--- config.mk ---
export PLATFORM = sky130hd
export DESIGN_NAME = cdp_serial_port
export DESIGN_NICKNAME = d
export VERILOG_FILES = /design/src/rtl/cdp_pkg.sv /design/src/rtl/cdp_frame_timer.sv /design/src/rtl/cdp_rx_deser.sv /design/src/rtl/cdp_reg_decode.sv /design/src/rtl/cdp_tx_ser.sv /design/src/rtl/cdp_serial_port.sv
export SDC_FILE = /design/constraint.sdc
export NUM_CORES = 1
export LEC_CHECK = 0
export CELL_PAD_IN_SITES_DETAIL_PLACEMENT = 1
export CELL_PAD_IN_SITES_GLOBAL_PLACEMENT = 1
export CORE_UTILIZATION = 40
export CTS_CLUSTER_SIZE = 8
export DETAILED_ROUTE_END_ITERATION = 8
export DONT_BUFFER_PORTS = 1
export PLACE_DENSITY = 0.78
export SLEW_MARGIN = 40
export SYNTH_ARGS = -nofsm -noshare
export SYNTH_HDL_FRONTEND = slang
export SYNTH_HIERARCHICAL = 1
export SYNTH_SLANG_ARGS = --single-unit
--- constraint.sdc ---
create_clock -name clk -period 3.36 [get_ports clk]
set_input_delay 0.504 -clock clk [delete_from_list [all_inputs] [get_ports clk]]
set_output_delay 0.504 -clock clk [all_outputs]
set_load 0.05 [all_outputs]
--- src/rtl/cdp_pkg.sv ---
package cdp_pkg;
    localparam int BYTE_W  = 8;
    localparam int BIT_W   = $clog2(BYTE_W);
    localparam int CHANS   = 32;
    localparam int SLOT_GAP = 15;
    localparam int FRAME_BITS = CHANS * BYTE_W;
    localparam int CNT_W   = $clog2(FRAME_BITS);
    localparam int CH_W    = CNT_W - BIT_W;

    localparam logic [1:0] SEL_CTRL = 2'b00;
    localparam logic [1:0] SEL_DIAG = 2'b10;

    typedef struct packed {
        logic housekeep;
        logic attack;
        logic psen;
        logic d_in_b;
        logic rate160;
        logic diag_keep;
    } ctrl_t;

    localparam ctrl_t CTRL_RST = '{housekeep: 1'b0, attack: 1'b0, psen: 1'b0,
                                   d_in_b: 1'b0, rate160: 1'b0, diag_keep: 1'b1};

    function automatic logic [BYTE_W-1:0] lane_mask(input logic d_in_b, input logic rate160);
        if (d_in_b)       return '1;
        else if (rate160) return BYTE_W'(3);
        else              return BYTE_W'(1);
    endfunction
endpackage

--- src/rtl/cdp_frame_timer.sv ---
module cdp_frame_timer
    import cdp_pkg::*;
(
    input  logic             clk,
    input  logic             rst,
    input  logic             frame_pulse,
    input  logic             swap_order,
    output logic             slot_c,
    output logic             slot_d,
    output logic             slot_first,
    output logic             slot_last,
    output logic [BIT_W-1:0] bit_idx
);
    logic [CNT_W-1:0] cnt_q;
    logic [CNT_W-1:0] pos;
    logic             locked_q;
    logic             active;
    logic [CH_W-1:0]  chan;
    logic [CH_W-1:0]  c_chan;
    logic [CH_W-1:0]  d_chan;

    assign pos    = frame_pulse ? '0 : cnt_q;
    assign active = locked_q | frame_pulse;
    assign chan   = pos[CNT_W-1:BIT_W];
    assign bit_idx = pos[BIT_W-1:0];
    assign c_chan = swap_order ? CH_W'(SLOT_GAP) : '0;
    assign d_chan = swap_order ? '0 : CH_W'(SLOT_GAP);

    assign slot_c     = active && (chan == c_chan);
    assign slot_d     = active && (chan == d_chan);
    assign slot_first = (bit_idx == '0);
    assign slot_last  = (bit_idx == BIT_W'(BYTE_W - 1));

    always_ff @(posedge clk) begin
        if (rst) begin
            cnt_q    <= '0;
            locked_q <= 1'b0;
        end else begin
            cnt_q    <= (pos == CNT_W'(FRAME_BITS - 1)) ? '0 : pos + 1'b1;
            locked_q <= active;
        end
    end
endmodule

--- src/rtl/cdp_rx_deser.sv ---
module cdp_rx_deser
    import cdp_pkg::*;
(
    input  logic              clk,
    input  logic              rst,
    input  logic              sdi,
    output logic [BYTE_W-1:0] rx_byte
);
    logic [BYTE_W-2:0] hist_q;

    assign rx_byte = {hist_q, sdi};

    always_ff @(posedge clk) begin
        if (rst) hist_q <= '0;
        else     hist_q <= rx_byte[BYTE_W-2:0];
    end
endmodule

--- src/rtl/cdp_reg_decode.sv ---
module cdp_reg_decode
    import cdp_pkg::*;
(
    input  logic              clk,
    input  logic              rst,
    input  logic              frame_pulse,
    input  logic              c_done,
    input  logic              d_done,
    input  logic [BYTE_W-1:0] rx_byte,
    output ctrl_t             ctrl_q,
    output logic [BYTE_W-1:0] diag_q,
    output logic              clr_pend_q,
    output logic [BYTE_W-1:0] d_out_q,
    output logic              d_stb_q
);
    logic [1:0] sel;
    ctrl_t      rx_ctrl;

    assign sel     = rx_byte[1:0];
    assign rx_ctrl = ctrl_t'(rx_byte[BYTE_W-1:2]);

    always_ff @(posedge clk) begin
        if (rst) begin
            ctrl_q     <= CTRL_RST;
            diag_q     <= '0;
            clr_pend_q <= 1'b0;
            d_out_q    <= '0;
            d_stb_q    <= 1'b0;
        end else begin
            d_stb_q <= d_done;
            if (frame_pulse && clr_pend_q) begin
                diag_q     <= '0;
                clr_pend_q <= 1'b0;
            end
            if (c_done) begin
                if (sel == SEL_CTRL) begin
                    ctrl_q     <= rx_ctrl;
                    clr_pend_q <= ~rx_ctrl.diag_keep;
                end else if (sel == SEL_DIAG) begin
                    diag_q <= rx_byte;
                end
            end
            if (d_done)
                d_out_q <= rx_byte & lane_mask(ctrl_q.d_in_b, ctrl_q.rate160);
        end
    end
endmodule

--- src/rtl/cdp_tx_ser.sv ---
module cdp_tx_ser
    import cdp_pkg::*;
(
    input  logic              clk,
    input  logic              rst,
    input  logic              slot_c,
    input  logic              slot_d,
    input  logic              slot_first,
    input  logic [BIT_W-1:0]  bit_idx,
    input  logic [BYTE_W-1:0] stat_byte,
    input  logic [BYTE_W-1:0] line_d_in,
    input  logic              d_in_b,
    input  logic              rate160,
    output logic              sdo
);
    logic [BYTE_W-1:0] load_byte;
    logic [BYTE_W-1:0] hold_q;
    logic [BYTE_W-1:0] mask;

    assign mask      = lane_mask(d_in_b, rate160);
    assign load_byte = slot_c ? stat_byte : ((line_d_in & mask) | ~mask);

    always_comb begin
        if (!(slot_c || slot_d))
            sdo = 1'b1;
        else if (slot_first)
            sdo = load_byte[BYTE_W-1];
        else
            sdo = hold_q[BIT_W'(BYTE_W - 1) - bit_idx];
    end

    always_ff @(posedge clk) begin
        if (rst)
            hold_q <= '1;
        else if ((slot_c || slot_d) && slot_first)
            hold_q <= load_byte;
    end
endmodule

--- src/rtl/cdp_serial_port.sv ---
module cdp_serial_port
    import cdp_pkg::*;
(
    input  logic              clk,
    input  logic              rst,
    input  logic              frame_pulse,
    input  logic              sdi,
    input  logic              swap_order,
    input  logic [BYTE_W-1:0] stat_byte,
    input  logic [BYTE_W-1:0] line_d_in,
    output logic              sdo,
    output logic              ctrl_rate160,
    output logic              ctrl_d_in_b,
    output logic              ctrl_psen,
    output logic              ctrl_attack,
    output logic              ctrl_housekeep,
    output logic [BYTE_W-1:0] diag_reg,
    output logic [BYTE_W-1:0] line_d_out,
    output logic              line_d_strobe
);
    logic              slot_c;
    logic              slot_d;
    logic              slot_first;
    logic              slot_last;
    logic [BIT_W-1:0]  bit_idx;
    logic [BYTE_W-1:0] rx_byte;
    logic              c_done;
    logic              d_done;
    logic              diag_pend;
    ctrl_t             ctrl;

    assign c_done = slot_c && slot_last;
    assign d_done = slot_d && slot_last;

    cdp_frame_timer u_timer (
        .clk(clk), .rst(rst), .frame_pulse(frame_pulse), .swap_order(swap_order),
        .slot_c(slot_c), .slot_d(slot_d), .slot_first(slot_first),
        .slot_last(slot_last), .bit_idx(bit_idx)
    );

    cdp_rx_deser u_rx (
        .clk(clk), .rst(rst), .sdi(sdi), .rx_byte(rx_byte)
    );

    cdp_reg_decode u_dec (
        .clk(clk), .rst(rst), .frame_pulse(frame_pulse),
        .c_done(c_done), .d_done(d_done), .rx_byte(rx_byte),
        .ctrl_q(ctrl), .diag_q(diag_reg), .clr_pend_q(diag_pend),
        .d_out_q(line_d_out), .d_stb_q(line_d_strobe)
    );

    cdp_tx_ser u_tx (
        .clk(clk), .rst(rst), .slot_c(slot_c), .slot_d(slot_d),
        .slot_first(slot_first), .bit_idx(bit_idx),
        .stat_byte(stat_byte), .line_d_in(line_d_in),
        .d_in_b(ctrl.d_in_b), .rate160(ctrl.rate160), .sdo(sdo)
    );

    assign ctrl_rate160   = ctrl.rate160;
    assign ctrl_d_in_b    = ctrl.d_in_b;
    assign ctrl_psen      = ctrl.psen;
    assign ctrl_attack    = ctrl.attack;
    assign ctrl_housekeep = ctrl.housekeep;
endmodule

==> metrics.yaml <==
worst_pin_slew_ps: 687
top_level_ports: 44
crit_path_time_final_ps: 2750
arrival_ps: 2250
worstSetupEndpointType: "output port"
numPortBuffers: 0
cts_tree: "built"
start_util_pct: 42.3
finish.net_count: 243
power.static_leakage_nw: 0.760
worstPathCellList: "nor2b_1 -> inv_1 -> ha_1 -> nor2b_1 -> a211oi_1 -> o22ai_1 -> buf_4"
clock_pin_slew_reported_for_the_worst_setup_and_hold_paths_after_clock_tree_synthesis_ps: 90
share_of_post_route_cells_with_drive_strength_above_1_pct: 8.68
core_sq_um: 4790
detail_route.iter0.violations: 138
timing.setup.critical_path_class: "register to output port"
wl_per_cell_um: 16.0
wire_length_of_the_first_global_routing_pass_mm: 7.27
critical_path.max_fanout: 6
replace_congestion: 0.800
mapped_cells: 220
number_of_global_route_vias_before_repair: 1467
seqCellArea_sq_um: 941
start_kind: "register"
timing.slew.headroom_pct: 54.0
power-per-cell-area_nw_per_um2: 455
multi_input_area_sq_um: 983
vdd.ir_drop.worst_v: 0.000208
nFillCells: 570
post_synth.cell_area_avg_sq_um: 9.21
num_rows: 25
finalPower_uw: 977
r2r_slack_ps: 880
avgViaCountPerCell: 5.45
grt_remaining_overflow: 0
timing.final.crit_share_pct: 81.9
synth.net_count: 244
synth.cell_area_sq_um: 2030
cts_resized: 0
timing.critical_path.slowest_stage_cell: "nor2b_1"
floorplan.die.height_um: 73.2
crit_required_ps: 2860
die_area_sq_um: 5350
critical_path.most_common_cell: "nor2b_1"
antenna_found_initial: 0
numClockSinks: 47
area.growth.synth_to_final_pct: 5.99
aggregate_negative_setup_slack_ps: 0
htreeDepth: 2
clockRootBuffer: "clkbuf_8"
finalInstanceArea_sq_um: 2150
max_clock_freq_ghz: 0.364
drt.antenna.violating_nets: 0
dp_hpwl_mm: 3.24
insertion_delay_ps: 300
finalSetupViolCount: 0
num_vias: 1558
detailed_place.area_sq_um: 2060
slew_viol_final: 0
numCtsBuffers: 5
antenna_cells: 0
detail_route.drc_violations: 0
grt_setup_unrepaired: "false"
timing.critical_path.slowest_cell_delay_ps: 450
hold_buffers: 0
hold-worst-slack_ps: 274
final_util_pct: 44.9
die_w_um: 73.2
cap_violations: 0
hold_path.class: "primary input to register"
clk_path_buf_depth: 2
dr.pass1.iters: 4
grt.total_usage_pct: 17.8
timing.final.hold_violations: 0
postRouteWirelength_mm: 4.57
post-cts-setup-buffer-count: 0
synth_warnings: 6
status: "complete, no violations"
pin_count_of_the_biggest_net_entering_global_routing: 40
post_route_skew_ps: 12.2
[through the flow]
step                cells  worst slack (ps)
floorplan             220               422
global placement      279               898
detailed placement    279               785
CTS                   286               578
global route          286               454
finish                286               610
[worst paths after layout]
path                    start  cells past startpoint               end
max reg2reg  u_timer/cnt_q[0]                      7   u_dec/ctrl_q[1]
max          u_timer/cnt_q[0]                      7               sdo
min reg2reg  u_dec/clr_pend_q                      2  u_dec/clr_pend_q
min                       rst                      1  u_dec/d_out_q[4]
[worst max-delay path, delay by kind of cell, from the launching register on]
kind	cells	cell delay [ps]
flops	1	360
simple gates	2	640
fa+ha+maj	1	220
buf+inv	2	310
compound gates	2	440
[sequential cells by signal (all words and copies together) (netlist names)]
name,flops
u_dec/clr_pend_q,1
u_dec/ctrl_q,5
u_dec/d_out_q,8
u_dec/d_stb_q,1
u_dec/diag_q,8
u_rx/hist_q,7
u_timer/cnt_q,8
u_timer/locked_q,1
u_tx/hold_q,8
[layout by cell type, fill, tap and decap left out, types with 2 or more instances in the layout]
cell      instances
clkbuf_8          5
o22ai_1           5
ha_1              3
and2_1            2
o211ai_1          8
nor3b_1           2
buf_4             3
and3_1            2
nor2b_1          14
a21oi_1          18
nand3_1          15
nand2_1          18
o41ai_1           2
nand2b_1          9
dfxtp_1          47
mux2i_1          12
nor3_1            2
nor2_1           17
inv_1             9
nor4_1            2
[layer usage]
metal  vias to the layer above  wire, um  global-route usage (%)
li1                        766         -                       -
met1                       748      2190                    23.6
met2                        42      2100                    28.4
met3                         2       264                    5.25
met4                         0        12                    4.36
met5                         -         0                       0
[power breakdown]
| group | total [mW] | internal (mW) | switching, mW |
|---|---|---|---|
| clock | 0.329 | 0.143 | 0.186 |
| combinational | 0.0679 | 0.0300 | 0.0378 |
| sequential | 0.581 | 0.571 | 0.00982 |
[cell type report]
type                       count  area share [%]
multi-input combinational    153            45.8
timing repair buffer           3            1.05
inverter                       9            1.57
tap                           67            3.90
clock inverter                 2           0.641
clock buffer                   5            3.21
sequential                    47            43.8
Note: power is estimated with default switching activity, not from simulation.
